### src/rtl/ser_port_pkg.sv
package ser_port_pkg;

    typedef enum logic [1:0] {
        ST_IDLE    = 2'd0,
        ST_MSHIFT  = 2'd1,
        ST_SACTIVE = 2'd2
    } port_state_e;

endpackage

### src/rtl/ser_port_edge.sv
// Resynchronises an asynchronous level and flags its edges.
module ser_port_edge #(
    parameter int   STAGES = 2,
    parameter logic INIT   = 1'b0
) (
    input  logic clk,
    input  logic rst_n,
    input  logic din,
    output logic level,
    output logic rise,
    output logic fall
);

    logic [STAGES-1:0] pipe;
    logic              last_q;

    always_ff @(posedge clk or negedge rst_n) begin
        if (!rst_n) begin
            pipe   <= {STAGES{INIT}};
            last_q <= INIT;
        end else begin
            pipe   <= {pipe[STAGES-2:0], din};
            last_q <= pipe[STAGES-1];
        end
    end

    assign level = pipe[STAGES-1];
    assign rise  = pipe[STAGES-1] & ~last_q;
    assign fall  = ~pipe[STAGES-1] & last_q;

endmodule

### src/rtl/ser_port_shreg.sv
// Parallel-load, MSB-first shift register.
module ser_port_shreg #(
    parameter int W = 16
) (
    input  logic         clk,
    input  logic         rst_n,
    input  logic         load,
    input  logic [W-1:0] load_val,
    input  logic         shift,
    input  logic         shift_in,
    output logic         msb
);

    logic [W-1:0] sr_q;

    always_ff @(posedge clk or negedge rst_n) begin
        if (!rst_n) begin
            sr_q <= '0;
        end else if (load) begin
            sr_q <= load_val;
        end else if (shift) begin
            sr_q <= {sr_q[W-2:0], shift_in};
        end
    end

    assign msb = sr_q[W-1];

endmodule

### src/rtl/ser_port_clkdiv.sv
// Phase counter for the master data clock, one bit period = DIV clocks.
module ser_port_clkdiv #(
    parameter int DIV = 4
) (
    input  logic clk,
    input  logic rst_n,
    input  logic run,
    output logic last_phase,
    output logic high_half
);

    localparam int            CW    = (DIV > 2) ? $clog2(DIV) : 1;
    localparam logic [CW-1:0] LAST  = CW'(DIV - 1);
    localparam logic [CW-1:0] HALF  = CW'(DIV / 2);

    logic [CW-1:0] cnt_q;

    always_ff @(posedge clk or negedge rst_n) begin
        if (!rst_n) begin
            cnt_q <= '0;
        end else if (!run || cnt_q == LAST) begin
            cnt_q <= '0;
        end else begin
            cnt_q <= cnt_q + 1'b1;
        end
    end

    assign last_phase = run && (cnt_q == LAST);
    assign high_half  = run && (cnt_q >= HALF);

endmodule

### src/rtl/ser_result_port.sv
module ser_result_port
    import ser_port_pkg::*;
#(
    parameter int DATA_W      = 16,
    parameter int CLK_DIV     = 4,
    parameter int SYNC_STAGES = 2
) (
    input  logic              clk,
    input  logic              rst_n,
    input  logic              slave_sel,
    input  logic              sync_inv,
    input  logic              clk_inv,
    input  logic              read_prev,
    input  logic              fmt_twos,
    input  logic              conv_start,
    input  logic              conv_done,
    input  logic [DATA_W-1:0] result,
    input  logic              ext_sclk,
    input  logic              cs_n,
    input  logic              chain_in,
    output logic              sdo,
    output logic              sclk_out,
    output logic              sync_out
);

    localparam int            BW       = $clog2(DATA_W);
    localparam logic [BW-1:0] LAST_BIT = BW'(DATA_W - 1);

    port_state_e       state_q, state_n;
    logic [DATA_W-1:0] res_q;
    logic [DATA_W-1:0] load_word;
    logic [BW-1:0]     bit_q;
    logic              done_q;
    logic              chain_q;
    logic              start_m;
    logic              sr_load, sr_shift, sr_in, sr_msb;
    logic              last_phase, high_half;
    logic              xs_level, xs_rise, xs_fall;
    logic              cs_level, cs_rise, cs_fall;
    logic              act_edge, smp_edge;

    // Result register: every finished conversion lands here.
    always_ff @(posedge clk or negedge rst_n) begin
        if (!rst_n) begin
            res_q  <= '0;
            done_q <= 1'b0;
        end else begin
            done_q <= conv_done;
            if (conv_done) begin
                res_q <= result;
            end
        end
    end

    // Offset binary to two's complement by flipping the top bit.
    assign load_word = {res_q[DATA_W-1] ^ fmt_twos, res_q[DATA_W-2:0]};

    // Master start event.
    assign start_m = ~slave_sel & (read_prev ? conv_start : done_q);

    ser_port_edge #(.STAGES(SYNC_STAGES), .INIT(1'b0)) u_xs_sync (
        .clk   (clk),
        .rst_n (rst_n),
        .din   (ext_sclk),
        .level (xs_level),
        .rise  (xs_rise),
        .fall  (xs_fall)
    );

    ser_port_edge #(.STAGES(SYNC_STAGES), .INIT(1'b1)) u_cs_sync (
        .clk   (clk),
        .rst_n (rst_n),
        .din   (cs_n),
        .level (cs_level),
        .rise  (cs_rise),
        .fall  (cs_fall)
    );

    assign act_edge = clk_inv ? xs_fall : xs_rise;
    assign smp_edge = clk_inv ? xs_rise : xs_fall;

    ser_port_clkdiv #(.DIV(CLK_DIV)) u_div (
        .clk        (clk),
        .rst_n      (rst_n),
        .run        (state_q == ST_MSHIFT),
        .last_phase (last_phase),
        .high_half  (high_half)
    );

    // State register.
    always_ff @(posedge clk or negedge rst_n) begin
        if (!rst_n) begin
            state_q <= ST_IDLE;
        end else begin
            state_q <= state_n;
        end
    end

    // Next-state logic.
    always_comb begin
        state_n = state_q;
        unique case (state_q)
            ST_IDLE: begin
                if (!slave_sel && start_m) begin
                    state_n = ST_MSHIFT;
                end else if (slave_sel && !cs_level) begin
                    state_n = ST_SACTIVE;
                end
            end
            ST_MSHIFT: begin
                if (last_phase && bit_q == LAST_BIT) begin
                    state_n = ST_IDLE;
                end
            end
            ST_SACTIVE: begin
                if (cs_level || !slave_sel) begin
                    state_n = ST_IDLE;
                end
            end
            default: state_n = ST_IDLE;
        endcase
    end

    // Shift control.
    always_comb begin
        sr_load  = (state_q == ST_IDLE) && (state_n != ST_IDLE);
        sr_shift = ((state_q == ST_MSHIFT) && last_phase && (bit_q != LAST_BIT))
                || ((state_q == ST_SACTIVE) && (state_n == ST_SACTIVE) && act_edge);
        sr_in    = (state_q == ST_SACTIVE) ? chain_q : 1'b0;
    end

    // Bit counter (master) and daisy-chain capture on the sampling edge.
    always_ff @(posedge clk or negedge rst_n) begin
        if (!rst_n) begin
            bit_q   <= '0;
            chain_q <= 1'b0;
        end else begin
            if (sr_load) begin
                bit_q <= '0;
            end else if (sr_shift && state_q == ST_MSHIFT) begin
                bit_q <= bit_q + 1'b1;
            end
            if (state_q == ST_SACTIVE && smp_edge) begin
                chain_q <= chain_in;
            end
        end
    end

    ser_port_shreg #(.W(DATA_W)) u_shreg (
        .clk      (clk),
        .rst_n    (rst_n),
        .load     (sr_load),
        .load_val (load_word),
        .shift    (sr_shift),
        .shift_in (sr_in),
        .msb      (sr_msb)
    );

    // Outputs.
    always_comb begin
        sdo      = sr_msb;
        sclk_out = ~clk_inv ^ ((state_q == ST_MSHIFT) && high_half);
        sync_out = (state_q == ST_MSHIFT) ? ~sync_inv : sync_inv;
    end

    // Level and cs edges are resynchronised for completeness; unused copies tied off.
    logic unused_ok;
    assign unused_ok = &{1'b0, xs_level, cs_rise, cs_fall};

endmodule

### config.mk
export PLATFORM = sky130hd
export DESIGN_NAME = ser_result_port
export DESIGN_NICKNAME = d
export VERILOG_FILES = /design/src/rtl/ser_port_pkg.sv /design/src/rtl/ser_port_edge.sv /design/src/rtl/ser_port_shreg.sv /design/src/rtl/ser_port_clkdiv.sv /design/src/rtl/ser_result_port.sv
export SDC_FILE = /design/constraint.sdc
export NUM_CORES = 1
export LEC_CHECK = 0
export ABC_AREA = 1
export BUFFER_PORTS_ARGS = -buffer_cell sky130_fd_sc_hd__buf_2
export CORE_UTILIZATION = 40
export CTS_CLUSTER_SIZE = 25
export DETAILED_ROUTE_END_ITERATION = 16
export PLACE_DENSITY_LB_ADDON = 0.2
export RECOVER_POWER = 50
export SETUP_SLACK_MARGIN = 0.05
export SYNTH_ARGS = -nofsm -noshare
export SYNTH_HDL_FRONTEND = slang
export SYNTH_SLANG_ARGS = --single-unit
### constraint.sdc
create_clock -name clk -period 2.6 [get_ports clk]
set_input_delay 0.13 -clock clk [delete_from_list [all_inputs] [get_ports clk]]
set_output_delay 0.13 -clock clk [all_outputs]
set_load 0.01 [all_outputs]
# Word-level counts from Yosys, hierarchy flattened
# Cells that the tools add are included.
[word_totals] input_bits=28 register_bits=47
[classes] magnitude_cmp=1 n_eq_ne=6 n_mux=15 add_sub_neg=2 bitwise_logic=10 reduce_logical=23
[op_table] operator="$mux W16" count=2
[op_table] operator="$logic_and A1 B1 Y1" count=13
[op_table] operator="$mux W2" count=5
[op_table] operator="$mux W4" count=2
[op_table] operator="$eq A2 B2 Y1 const B" count=3
[op_table] operator="$pmux W2 S3" count=1
[op_table] operator="$reduce_bool A2 Y1" count=3
[op_table] operator="$mux W1" count=5
[op_table] operator="$not A1 Y1" count=5
[op_table] operator="$add A4 B1 Y4 const B" count=1
[op_table] operator="$eq A4 B4 Y1 const B" count=1
[op_table] operator="$ne A4 B4 Y1 const B" count=1
[op_table] operator="$and A1 B1 Y1" count=3
[op_table] operator="$logic_not A1 Y1" count=3
[op_table] operator="$logic_or A1 B1 Y1" count=3
[op_table] operator="$add A2 B1 Y2 const B" count=1
[op_table] operator="$eq A2 B1 Y1 const B" count=1
[op_table] operator="$ge A2 B2 Y1 const B" count=1
[op_table] operator="$logic_not A2 Y1" count=1
[op_table] operator="$xor A1 B1 Y1" count=2

# Longest topological paths before layout
# Gate-level depths: netlist (run 1).
[logic_depth] ltp_word=12 mapped_depth=10 mapped_depth_nobuf=9

# Hierarchy
# A second synthesis (run 1) with hierarchy kept.
[unflattened] cells_unflattened=215 area_unflattened_um2=2133.3
[by_module_without_submodules] module="ser_result_port" area_each_um2=1091.0 n_inst=1 cells_per_inst=101
[by_module_without_submodules] module="ser_port_shreg" area_each_um2=762.0 n_inst=1 cells_per_inst=88
[by_module_without_submodules] module="ser_port_clkdiv" area_each_um2=96.3 n_inst=1 cells_per_inst=12
[by_module_without_submodules] module="ser_port_edge at u_cs_sync" area_each_um2=93.8 n_inst=1 cells_per_inst=7
[by_module_without_submodules] module="ser_port_edge at u_xs_sync" area_each_um2=90.1 n_inst=1 cells_per_inst=7

# Worst setup path after synthesis (run 1)
# OpenSTA, ideal clock, no wires.
[synth_timing] path_kind="register -> register" from="reg bit_q[0]" to="reg u_shreg.sr_q[11]" n_path_buf=1 synth_period_minus_slack_ns=1.470 arrival_time_ns=1.354 setup_slack_ns=1.130 setup_ns=0.117 path_stages_with_launch=10 required_time_ns=2.483 cell_sequence="dfrtp_1 > ha_1 > nand3_1 > nand2_4 > nand4_4 > nand2_4 > buf_12 > o21ai_1 > nand2_1 > nand2_1"
[synth_between] elab_chain_cells=9 word_cells_on_any_way=14
[synth_rtl] item="from (decl)" line_no="ser_result_port.sv:32" text="logic [BW-1:0] bit_q;"
[synth_rtl] item="from (signal assigned)" line_no="ser_result_port.sv:141" text="bit_q <= bit_q + 1'b1;"
[synth_rtl] item="$eq A4 B4 Y1" line_no="ser_result_port.sv:111" text="if (last_phase && bit_q == LAST_BIT) begin"
[synth_rtl] item="$logic_and A1 B1 Y1" line_no="ser_result_port.sv:111"
[synth_rtl] item="$mux W2" line_no="ser_result_port.sv:111"
[synth_rtl] item="$pmux W2 S3" line_no="ser_result_port.sv:102" text="unique case (state_q)"
[synth_rtl] item="$eq A2 B2 Y1" line_no="ser_result_port.sv:128" text="|| ((state_q == ST_SACTIVE) && (state_n == ST_SACTIVE) && act_edge);"
[synth_rtl] item="$logic_and A1 B1 Y1 (2 in a row)" line_no="ser_result_port.sv:128"
[synth_rtl] item="$logic_or A1 B1 Y1" line_no="ser_result_port.sv:128"
[synth_rtl] item="$reduce_bool A2 Y1 (no line)"
[synth_rtl] item="to (signal assigned)" line_no="ser_port_shreg.sv:20" text="sr_q <= load_val;"
[synth_rtl] item="to (signal assigned)" line_no="ser_port_shreg.sv:22" text="sr_q <= {sr_q[W-2:0], shift_in};"
[synth_rtl] item="to (decl)" line_no="ser_port_shreg.sv:14" text="logic [W-1:0] sr_q;"
# Parallel ways exist; a longest one is shown, timed or not.
# A chain may end at the register's enable or synchronous reset.

# Worst setup path after layout (run 1)
[layout_timing] from="reg bit_q[0]" to="reg u_shreg.sr_q[2]"
# Same word-level chain as after synthesis.

==> qor_table.md, run 1 <==
| Metric | This run |
|---|---|
| Site Rows | 27 |
| Crit path max fanout | 37 |
| Maximum operating frequency | 518.7 MHz |
| Final instance area | 2591 sq um |
| Pwr dens | 514.6 nW/um^2 |
| Initial antenna violation count | 0 |
| Setup repair after global routing missed its margin | false |
| Arrival time of data at the critical path endpoint | 2.12 ns |
| Worst-case setup slack after placement | 0.6610 ns |
| Post-synthesis area per instance | 8.778 sq um |
| Cell-by-cell listing of the critical path | ha_1 -> nand3_1 -> nand2_4 -> nand4_4 -> nand2_4 -> o21ai_0 -> nand2_1 -> nand2_1 |
| Total nets after synthesis | 292 |
| Total standard cell area after synthesis | 2291 sq um |
| Internal power component | 1.038 mW |
| Total number of vias | 1,677 |
| Maximum single-stage delay on the critical path | 0.43 ns |
| Area added between synthesis and finish | 13.11% |
| Core Region | 5507 sq um |
| Detailed Place HPWL | 2611 um |
| Number of buffers and inverters on the critical path | 0 |
| Main flop type after synthesis | sky130_fd_sc_hd__dfrtp_1 |
| Number of global-route vias before repair | 1,523 |
| Switching share of power | 22.19% |
| First-pass GRT wire length | 7017 um |
| Path type of the worst setup path | reg -> reg |
| Most frequent cells in the layout | sky130_fd_sc_hd__nand2_1 (60), sky130_fd_sc_hd__dfrtp_1 (45), sky130_fd_sc_hd__inv_1 (38), sky130_fd_sc_hd__nand3_1 (38), sky130_fd_sc_hd__buf_2 (28) |
| Worst endpoint required time | 2.79 ns |
| Cell family with most CP delay | simple AND/OR/NAND/NOR gates |
| Share of the yosys chip area belonging to registers | 51.45% |
| Mean routed wirelength per cell | 10.64 um |
| First drt pass iteration count | 4 |
| Combinational share of power | 6.5% |
| Most common cell after layout, fill and taps aside | sky130_fd_sc_hd__nand2_1 |
| Later-pin clock latency in the skew report | 0.29 ns |
| Fin. Hold Viols | 0 |
| Overflow left after global routing | 0 |
| Final setup viols | 0 |
| Antenna diode count | 0 |
| Warnings, synthesis | 0 |
| DIE AREA | 6034 sq um |
| Slack of the worst reg-to-reg path | 0.67 ns |
| Clock skew | 0.002417 ns |
| Final Net Count | 324 |
| Sort of element at the end of the critical path | flip-flop |
| Result of the run | complete, no violations |
| Filler cells | 546 |
| Root buf cell | sky130_fd_sc_hd__clkbuf_8 |
| Setup slack after layout | 0.6722 ns |
| Instance count of the mapped netlist | 261 |
| Share of total power in the clock network | 35.9% |
| Overall Power | 1.333 mW |
| Part of the cycle the worst path needs | 74.15% |
| DP Area | 2464 sq um |
| Number of enable flip-flop cells after synthesis | 0 |
| Number of buffers inserted by port buffering | 30 |
| Number of register bits inferred by synthesis | 47 |
| Number of CTS-inserted buffers | 5 |
| Horiz. Die Dim | 77.68 um |
| Die Span Y | 77.68 um |
| Routed vias/inst | 4.582 |
| Antenna violation net count after detailed routing | 0 |
| Relative slew slack | 7.309% |
| Final worst path period need | 1.928 ns |
| IO Count | 31 |
| Weighted congestion reported at the end of routability-driven placement | 0.7207 |
| Number of maximum-capacitance constraint violations | 0 |
| Layout Cells excl Fill | 366 |
| Violation count after the first detailed-route iteration | 61 |
| Maximum number of buffers from clock root to sink | 2 |
| Reported net switching power | 0.2960 mW |
| DRC | 0 |
| Starting Density | 41.60% |
| Startpoint type of the worst setup path | flip-flop |
| Max-slew violation count | 0 |
| Static Leakage | 1.278 nW |
| Overall track demand over capacity in global routing | 15.01% |
| Min-delay worst type | in -> reg |
| IR drop worst, VDD | 0.0002619 V |
| CTS sink cnt | 47 |
| FFs w/ async S/R, synth | 100.0% |
| Layout cells sized above 1 | 21.43% |
| TritonCTS clock tree | yes |
| Aggregate routed wire length | 3895 um |
| Slew at the pin with the worst max-slew slack | 1.390 ns |
| Largest net degree at the start of global routing | 38 |
| Number of placed instances with taps included | 355 |
| Setup tns final | 0 ns |
| CTS clk-pin slew, worst paths | 0.08 ns |
| Number of distinct library cell variants in the gate-level netlist after synthesis | 28 |
| Part of the power in registers | 57.6% |
| Clock H-tree levels | 2 |
| Slowest stage cell on the critical path | sky130_fd_sc_hd__nand2_4 |
## cell usage after synthesis, types with 3 or more instances
cell | number | share of area, %
sky130_fd_sc_hd__nand3_1 | 38 | 8.3
sky130_fd_sc_hd__o21ai_2 | 7 | 2.7
sky130_fd_sc_hd__ha_1 | 3 | 1.6
sky130_fd_sc_hd__o21ai_0 | 19 | 4.2
sky130_fd_sc_hd__inv_1 | 38 | 6.2
sky130_fd_sc_hd__clkbuf_1 | 4 | 0.66
sky130_fd_sc_hd__nand2_1 | 60 | 9.8
sky130_fd_sc_hd__buf_6 | 4 | 2.0
sky130_fd_sc_hd__mux2_2 | 3 | 1.5
sky130_fd_sc_hd__nand2_2 | 3 | 0.82
sky130_fd_sc_hd__dfrtp_1 | 45 | 49
sky130_fd_sc_hd__nor2_1 | 8 | 1.3
sky130_fd_sc_hd__o21ai_1 | 7 | 1.5
## power by group through the flow
| stage | combinational, mW | sequential [mW] | clock [mW] |
|---|---|---|---|
| 3_3_place_gp | 0.0844 | 0.782 | 0 |
| 5_1_grt | 0.103 | 0.772 | 0.518 |
| 3_5_place_dp | 0.0862 | 0.783 | 0 |
| 4_1_cts | 0.0896 | 0.768 | 0.500 |
| 6_report | 0.0862 | 0.768 | 0.479 |
| 2_1_floorplan | 0.0387 | 0.781 | 0 |
## routing by layer
metal | GRT usage, % | vias up | share of wire, %
li1 | - | 886 | -
met5 | 0 | - | 0
met1 | 20.94 | 762 | 52
met4 | 6.226 | 0 | 1.7
met3 | 3.529 | 6 | 2.8
met2 | 22.30 | 23 | 44
## registers in the layout, summed over array words and instances (netlist names)
| name | cells |
|---|---|
| bit_q | 4 |
| chain_q | 1 |
| done_q | 1 |
| res_q | 16 |
| state_q | 2 |
| u_cs_sync.pipe | 2 |
| u_div.cnt_q | 2 |
| u_shreg.sr_q | 16 |
| u_xs_sync.last_q | 1 |
| u_xs_sync.pipe | 2 |
## cell families after synthesis
family	after synthesis	share of synthesized area, %
buffers and inverters	52	10.65
DFF	47	51.45
and+or+nand+nor	117	23.98
xor gates and xnor gates	3	1.147
AOI/OAI and AO/OA	36	9.667
adders and majority gates	3	1.639
muxes	3	1.474
## metrics by stage
step,hold WS [ns],util [%]
after floorplan,-0.1656,-
after global placement,0.1711,44.74
after detailed placement,0.1747,44.74
after CTS,0.02170,47.10
after global routing,0.02987,47.06
final,0.03320,47.06
## path summary, 6_finish.rpt
check,from,end,cells after the start
max,bit_q[0]$_DFFE_PN0P_,u_shreg.sr_q[2]$_DFFE_PN0P_,8
min,result[5],res_q[5]$_DFFE_PN0P_,3
max reg2reg,bit_q[0]$_DFFE_PN0P_,u_shreg.sr_q[2]$_DFFE_PN0P_,8
min reg2reg,u_xs_sync.pipe[0]$_DFF_PN0_,u_xs_sync.pipe[1]$_DFF_PN0_,0
max in group asynchronous,rst_n,u_cs_sync.pipe[1]$_DFF_PN1_,3
min in group asynchronous,rst_n,bit_q[3]$_DFFE_PN0P_,2
## worst reg2reg max path, delay by kind of cell, from the launching register on
family	cells	cell delay, ns
AND/OR/NAND/NOR	6	1.06
flip-flops	1	0.40
adder cells (fa/ha/maj)	1	0.19
AO/OA/AOI/OAI	1	0.16
## timing repair
item / CTS / global route
setup buffers: 0 / 0
gates resized for setup: 0 / 0
hold endpoints to repair: 27 / 0
hold buffers: 3 / 0
## layout make-up
type,count,area (sq um),share of cell area (%)
multi-input cells,162,868.3,33.51
repair buffers,36,200.2,7.726
well taps,72,90.09,3.477
flip-flops and latches,47,1179,45.49
inverters,41,153.9,5.939
clock buffers,8,100.1,3.863
(Power assumes the default switching activity.)
==> inputs of run 2 (changes only) <==
clock period = 1.56 ns   (was 2.6 ns; I/O delays follow)
==> run 2 against run 1 <==
Against the previous run:
- the flow now finishes with violations (setup timing)
- global-route usage rose by 1.0 points
- clock-buffer cell count did not move
- worst hold slack got worse by 0.027 ns
- design area rose by 16%
- wire length rose by 16%
- critical path depth rose by 1
- non-clock buffer count rose by 25
- sequential power rose by 67%
- clock power rose by 66%
- utilization rose by 7.3 points
- first-iteration DRC count rose by 30%
- critical path type unchanged
==> qor_table.md, run 2 (synthesis results as in run 1) <==
| Metric | This run | Change |
|---|---|---|
| Die Span Y | 77.68 um | unchanged |
| Area added between synthesis and finish | 30.69% |  |
| Root buf cell | sky130_fd_sc_hd__clkbuf_8 |  |
| Pwr dens | 749.5 nW/um^2 | +46% |
| Aggregate routed wire length | 4520 um | +16% |
| Overall track demand over capacity in global routing | 16.06% | +1.0 points |
| Largest registers | res_q: 16 flops, u_shreg.sr_q: 16 flops, bit_q: 4 flops |  |
| Path type of the worst setup path | reg -> reg |  |
| Overflow left after global routing | 0 | unchanged |
| CTS clk-pin slew, worst paths | 0.08 ns | about the same |
| Layout Cells excl Fill | 396 | +8.2% |
| Number of placed instances with taps included | 360 | +1.4% |
| Final Net Count | 354 | +9.3% |
| Met1 Usage GRT | 20.80% | -0.14 points |
| Static Leakage | 1.437 nW | +12% |
| Setup repair after global routing missed its margin | true |  |
| Layout cells sized above 1 | 28.09% | +6.7 points |
| IO Count | 31 | unchanged |
| Clock H-tree levels | 2 | unchanged |
| Share of total power in the clock network | 35.4% | -0.5 points |
| End-of-flow core utilization | 54.37% | +7.3 points |
| Relative slew slack | 30.49% | +23 points |
| Filler cells | 511 | -6.4% |
| Starting Density | 41.60% | unchanged |
| Number of buffers inserted by port buffering | 30 | unchanged |
| Max-slew violation count | 0 | unchanged |
| First-pass GRT wire length | 7659 um | +9.1% |
| IR drop worst, VDD | 0.0006065 V | +130% |
| GRT met3 Usage | 2.824% | -0.71 points |
| Antenna diode count | 0 | unchanged |
| Internal power component | 1.752 mW | +69% |
| Hold_sp | result[11] |  |
| Top Usage Layer GRT | met2 |  |
| Slowest stage cell on the critical path | sky130_fd_sc_hd__dfrtp_1 |  |
| Horiz. Die Dim | 77.68 um | unchanged |
| Most frequent CP cell | sky130_fd_sc_hd__nand2_1 |  |
| Maximum single-stage delay on the critical path | 0.38 ns | -0.05 ns |
| Startpoint of the lowest-slack register-to-register path | bit_q[1]$_DFFE_PN0P_ |  |
| CTS sink cnt | 47 | unchanged |
| First drt pass iteration count | 4 | unchanged |
| Clock skew | 0.005039 ns | +0.002622 ns |
| Violation count after the first detailed-route iteration | 79 | +30% |
| Switching share of power | 21.93% | -0.26 points |
| Reported net switching power | 0.4922 mW | +66% |
| Antenna violation net count after detailed routing | 0 | unchanged |
| Detailed Place HPWL | 2608 um | -0.11% |
| Maximum operating frequency | 640.2 MHz | +23% |
| Slack of the worst reg-to-reg path | -0.002 ns | -0.67 ns |
| Site Rows | 27 | unchanged |
| Final instance area | 2994 sq um | +16% |
| DIE AREA | 6034 sq um | unchanged |
| Crit path max fanout | 5 | -86% |
| Terminus of the critical flop-to-flop path | u_shreg.sr_q[14]$_DFFE_PN0P_ |  |
| Depth of the most critical reg-to-reg path | 9 | +1 |
| DP Area | 2526 sq um | +2.5% |
| Final setup viols | 1 | +1 |
| Core Region | 5507 sq um | unchanged |
| Largest net degree at the start of global routing | 48 | +26% |
| Maximum number of buffers from clock root to sink | 2 | unchanged |
| Weighted congestion reported at the end of routability-driven placement | 0.7293 | +1.2% |
| DRC | 0 | unchanged |
| Sort of element at the end of the critical path | flip-flop |  |
| Min-delay worst type | in -> reg |  |
| Cell-by-cell listing of the critical path | ha_2 -> nand3_2 -> nand2_4 -> nand4_4 -> buf_12 -> nand2_8 -> o21ai_2 -> nand2_1 -> nand2_1 |  |
| Initial antenna violation count | 0 | unchanged |
| Minimum hold slack | 0.006074 ns | -0.02713 ns |
| Setup slack after layout | -0.002059 ns | -0.6743 ns |
| Number of global-route vias before repair | 1,710 | +12% |
| TritonCTS clock tree | yes |  |
| Startpoint type of the worst setup path | flip-flop |  |
| Fin. Hold Viols | 0 | unchanged |
| Worst endpoint required time | 1.75 ns | -1.04 ns |
| Setup tns final | -0.002059 ns | -0.002059 ns |
| Overall Power | 2.244 mW | +68% |
| Part of the power in registers | 57.0% | -0.6 points |
| Hold path endpoint | res_q[11]$_DFFE_PN0P_ |  |
| Part of the cycle the worst path needs | 100.1% | +26 points |
| Number of CTS-inserted buffers | 5 | unchanged |
| Combinational share of power | 7.6% | +1.1 points |
| Most frequent cells in the layout | sky130_fd_sc_hd__nand2_1 (58), sky130_fd_sc_hd__dfrtp_1 (44), sky130_fd_sc_hd__inv_1 (37), sky130_fd_sc_hd__nand3_1 (37), sky130_fd_sc_hd__buf_2 (30) |  |
| Fraction of met2 tracks used by global routing | 26.46% | +4.2 points |
| Mean routed wirelength per cell | 11.41 um | +7.3% |
| Number of maximum-capacitance constraint violations | 0 | unchanged |
| Routed vias/inst | 4.571 | -0.25% |
| Hold Path Depth | 3 | unchanged |
| Total number of vias | 1,810 | +7.9% |
| Violations in the final reports | setup timing |  |
| Most common cell after layout, fill and taps aside | sky130_fd_sc_hd__nand2_1 |  |
| Final worst path period need | 1.562 ns | -0.3657 ns |
| Result of the run | finished, violations left |  |
| Slew at the pin with the worst max-slew slack | 1.043 ns | -0.3477 ns |
| Later-pin clock latency in the skew report | 0.29 ns | about the same |
| Arrival time of data at the critical path endpoint | 1.75 ns | -0.37 ns |
| Worst-case setup slack after placement | -0.1024 ns | -0.7634 ns |
-- run 2: changes by cell type in the layout (fill, tap and decap cells not counted), sizes merged --
cell,before,now
clkinv,1,0
clkbuf,10,9
clkinvlp,0,1
nand2,65,70
buf,31,44
dlygate4sd3,3,16
-- run 2: worst max-delay path by stage --
| stage | cells past startpoint | start | endpoint |
|---|---|---|---|
| 2_1_floorplan | 9 | bit_q[0]$_DFFE_PN0P_ | u_shreg.sr_q[11]$_DFFE_PN0P_ |
| 3_3_place_gp | 8 | bit_q[1]$_DFFE_PN0P_ | u_shreg.sr_q[2]$_DFFE_PN0P_ |
| 3_5_place_dp | 8 | bit_q[1]$_DFFE_PN0P_ | u_shreg.sr_q[2]$_DFFE_PN0P_ |
| 4_1_cts | 9 | bit_q[1]$_DFFE_PN0P_ | u_shreg.sr_q[0]$_DFFE_PN0P_ |
| 5_1_grt | 9 | bit_q[1]$_DFFE_PN0P_ | u_shreg.sr_q[14]$_DFFE_PN0P_ |
| 6_report | 9 | bit_q[1]$_DFFE_PN0P_ | u_shreg.sr_q[14]$_DFFE_PN0P_ |
-- run 2: critical path: cells and delay by family, from the launching register on --
family	cells	cell delay, ns
AOI/OAI and AO/OA	1	0.05
adders and majority gates	1	0.21
buffers and inverters	1	0.22
DFF	1	0.38
and+or+nand+nor	6	0.58
-- run 2: what timing repair did --
| item | 4_1_cts | 5_1_grt |
|---|---|---|
| cloned | 1 | 4 |
| setup endpoints to repair | 19 | 21 |
| pin swaps | 2 | 7 |
| gates resized for setup | 3 | 21 |
| hold buffers | 16 | 0 |
| endpoints found under the hold margin | 60 | 0 |
| setup buffers | 0 | 7 |
-- run 2: cell type report --
| type | count | area [sq um] | share of cell area (%) |
|---|---|---|---|
| timing repair buffer | 61 | 455.4 | 15.21 |
| tap | 72 | 90.09 | 3.009 |
| clock buffer | 8 | 100.1 | 3.343 |
| inverter | 41 | 160.2 | 5.349 |
| sequential | 47 | 1180 | 39.41 |
| multi-input combinational | 167 | 1008 | 33.68 |
-- run 2: power groups by stage --
stage | logic [mW] | registers, mW | clock network (mW)
floorplan | 0.0644 | 1.30 | 0
global placement | 0.145 | 1.30 | 0
detailed placement | 0.147 | 1.31 | 0
CTS | 0.178 | 1.28 | 0.820
global route | 0.197 | 1.28 | 0.867
finish | 0.170 | 1.28 | 0.795
-- run 2: layer usage --
metal  share of wire (%)  routed length (um)
met2                  47                2104
met3                 2.4                 110
met5                   0                   0
met1                  49                2226
met4                 1.7                  78
==> inputs of run 3 (changes only) <==
PLACE_DENSITY_LB_ADDON = unset   (was 0.2)
==> run 3 against run 2 <==
Against the previous run:
- the run now ends clean
- sequential share of layout area is 1.2 points higher
- utilization is 1.7 points lower
- first-iteration DRC count is 7.6% higher
- combinational power hardly changed
- wire length is 4.0% lower
- power is 5.5% lower
- non-clock buffer count is 1 higher
- clock skew is 0.0017 ns lower
- critical path depth stayed put
- clock power is 16% lower
- largest cell class unchanged
==> qor_table.md, run 3 (synthesis results as in run 1) <==
| Metric | This run | Change |
|---|---|---|
| Result of the run | complete, no violations |  |
| Detailed Place HPWL | 2674 um | +2.5% |
| Relative slew slack | 31.11% | +0.62 points |
| Number of CTS-inserted buffers | 5 | unchanged |
| Most common cell after layout, fill and taps aside | sky130_fd_sc_hd__nand2_1 |  |
| Largest net degree at the start of global routing | 48 | unchanged |
| Final Net Count | 351 | -0.85% |
| Final setup viols | 0 | -1 |
| Largest registers | res_q: 16 flops, u_shreg.sr_q: 16 flops, bit_q: 4 flops |  |
| Setup repair after global routing missed its margin | true |  |
| Maximum number of buffers from clock root to sink | 2 | unchanged |
| Worst endpoint required time | 1.74 ns | about the same |
| Crit path max fanout | 8 | +3 |
| Core Region | 5507 sq um | unchanged |
| Most frequent cells in the layout | sky130_fd_sc_hd__nand2_1 (55), sky130_fd_sc_hd__dfrtp_1 (45), sky130_fd_sc_hd__inv_1 (37), sky130_fd_sc_hd__nand3_1 (36), sky130_fd_sc_hd__buf_2 (30) |  |
| Final instance area | 2902 sq um | -3.1% |
| Pwr dens | 730.7 nW/um^2 | -2.5% |
| Min-delay worst type | in -> reg |  |
| Footprint of the flip-flops and latches | 1179 sq um | -0.11% |
| First-pass GRT wire length | 7527 um | -1.7% |
| Minimum hold slack | 0.001260 ns | -0.004814 ns |
| Clock H-tree levels | 2 | unchanged |
| CTS clk-pin slew, worst paths | 0.08 ns | about the same |
| DRC | 0 | unchanged |
| Horiz. Die Dim | 77.68 um | unchanged |
| Antenna violation net count after detailed routing | 0 | unchanged |
| Maximum operating frequency | 686.6 MHz | +7.3% |
| Weighted congestion reported at the end of routability-driven placement | 0.7225 | -0.93% |
| DP Area | 2526 sq um | unchanged |
| Site Rows | 27 | unchanged |
| First drt pass iteration count | 4 | unchanged |
| Layout cells sized above 1 | 27.59% | -0.50 points |
| Part of the power in registers | 60.4% | +3.4 points |
| Mean routed wirelength per cell | 11.09 um | -2.8% |
| Switching share of power | 22.37% | +0.44 points |
| Reported net switching power | 0.4743 mW | -3.6% |
| Combinational share of power | 8.1% | +0.5 points |
| Overflow left after global routing | 0 | unchanged |
| Initial antenna violation count | 0 | unchanged |
| Die Span Y | 77.68 um | unchanged |
| Slew at the pin with the worst max-slew slack | 1.033 ns | -0.009288 ns |
| Violation count after the first detailed-route iteration | 85 | +7.6% |
| GRT met3 Usage | 3.176% | +0.35 points |
| Fraction of met2 tracks used by global routing | 24.78% | -1.7 points |
| IO Count | 31 | unchanged |
| TritonCTS clock tree | yes |  |
| DIE AREA | 6034 sq um | unchanged |
| Fin. Hold Viols | 0 | unchanged |
| Clock skew | 0.003343 ns | -0.001695 ns |
| Aggregate routed wire length | 4338 um | -4.0% |
| Internal power component | 1.646 mW | -6.1% |
| IR drop worst, VDD | 0.0003947 V | -35% |
| Later-pin clock latency in the skew report | 0.29 ns | about the same |
| Arrival time of data at the critical path endpoint | 1.64 ns | -0.11 ns |
| Path type of the worst setup path | reg -> reg |  |
| Antenna diode count | 0 | unchanged |
| Share of total power in the clock network | 31.5% | -3.9 points |
| Overall track demand over capacity in global routing | 15.82% | -0.24 points |
| Met1 Usage GRT | 21.91% | +1.1 points |
| Root buf cell | sky130_fd_sc_hd__clkbuf_8 |  |
| Top Usage Layer GRT | met2 |  |
| Max-slew violation count | 0 | unchanged |
| Area of the multi-input gates | 952.2 sq um | -5.6% |
| Static Leakage | 1.405 nW | -2.2% |
| Startpoint type of the worst setup path | flip-flop |  |
| Number of maximum-capacitance constraint violations | 0 | unchanged |
| Starting Density | 41.60% | unchanged |
| Routed vias/inst | 4.547 | -0.51% |
| Number of buffers inserted by port buffering | 30 | unchanged |
| Final worst path period need | 1.456 ns | -0.1056 ns |
| Total number of vias | 1,778 | -1.8% |
| Sort of element at the end of the critical path | flip-flop |  |
| Number of global-route vias before repair | 1,650 | -3.5% |
| Part of the cycle the worst path needs | 93.36% | -6.8 points |
| Filler cells | 512 | +0.20% |
| Area added between synthesis and finish | 26.65% |  |
| CTS sink cnt | 47 | unchanged |
-- run 3: cell count changes in the layout (fill, tap and decap cells not counted), moves of 2 or more --
cell	before	now
sky130_fd_sc_hd__clkbuf_8	7	5
sky130_fd_sc_hd__nand2_1	58	55
sky130_fd_sc_hd__nand2_2	3	7
sky130_fd_sc_hd__nand2_8	6	1
sky130_fd_sc_hd__nand3_4	0	2
sky130_fd_sc_hd__o21ai_0	17	15
sky130_fd_sc_hd__o21ai_1	8	10
-- run 3: worst paths after layout --
| path | start | to | slack, ns | cells past startpoint |
|---|---|---|---|---|
| worst max-delay path | u_div.cnt_q[1]$_DFF_PN0_ | u_shreg.sr_q[0]$_DFFE_PN0P_ | 0.10 | 9 |
| worst min-delay path | result[1] | res_q[1]$_DFFE_PN0P_ | 0.001 | 3 |
| worst max register to register | u_div.cnt_q[1]$_DFF_PN0_ | u_shreg.sr_q[0]$_DFFE_PN0P_ | 0.10 | 9 |
| worst min register to register | u_xs_sync.pipe[0]$_DFF_PN0_ | u_xs_sync.pipe[1]$_DFF_PN0_ | 0.36 | 0 |
| max in group asynchronous | rst_n | res_q[15]$_DFFE_PN0P_ | 0.33 | 3 |
| min in group asynchronous | rst_n | res_q[2]$_DFFE_PN0P_ | 0.58 | 3 |
-- run 3: per-stage QoR --
| step | setup slack [ns] | cells | power (mW) | setup TNS, ns | utilization (%) |
|---|---|---|---|---|---|
| 6_report | 0.1035 | 391 | 2.120 | 0 | 52.69 |
| 5_1_grt | 0.01090 | 391 | 2.236 | 0 | 52.69 |
| 3_5_place_dp | -0.1045 | 360 | 1.453 | -0.5140 | 45.88 |
| 2_1_floorplan | 0.08968 | 261 | 1.366 | 0 | - |
| 3_3_place_gp | -0.03439 | 360 | 1.448 | -0.06358 | 45.88 |
| 4_1_cts | 0.05902 | 385 | 2.165 | 0 | 51.01 |
-- run 3: routing by layer --
metal  wire [um]  part of all wire (%)
met1        2206                    51
met2        1930                    44
met3         152                   3.5
met4          48                   1.1
met5           0                     0
-- run 3: worst max-delay path, stage by stage, from the launching register on --
cell	delay, ns
sky130_fd_sc_hd__dfrtp_1	0.39
sky130_fd_sc_hd__ha_2	0.19
sky130_fd_sc_hd__inv_2	0.06
sky130_fd_sc_hd__nand2_4	0.09
sky130_fd_sc_hd__nand4_4	0.19
sky130_fd_sc_hd__buf_6	0.20
sky130_fd_sc_hd__nand3_4	0.05
sky130_fd_sc_hd__nand2_2	0.05
sky130_fd_sc_hd__nand2_2	0.06
sky130_fd_sc_hd__nand2_1	0.05
-- run 3: layout make-up --
cell class	count	area share (%)
clock buffer	6	2.501
inverter	41	5.304
multi-input combinational	163	32.82
sequential	47	40.62
tap	72	3.105
timing repair buffer	62	15.65
-- run 3: what timing repair did --
item,4_1_cts,5_1_grt
hold buffers,16,0
buffers inserted,2,6
endpoints found under the hold margin,60,0
cloned,1,0
endpoints found under the setup margin,21,21
pin swaps,2,10
resized for setup,8,17
-- run 3: power by group through the flow --
stage	registers, mW	logic (mW)	clock network, mW
3_3_place_gp	1.30	0.145	0
2_1_floorplan	1.30	0.0644	0
5_1_grt	1.29	0.199	0.750
6_report	1.28	0.171	0.668
4_1_cts	1.28	0.180	0.705
3_5_place_dp	1.30	0.149	0
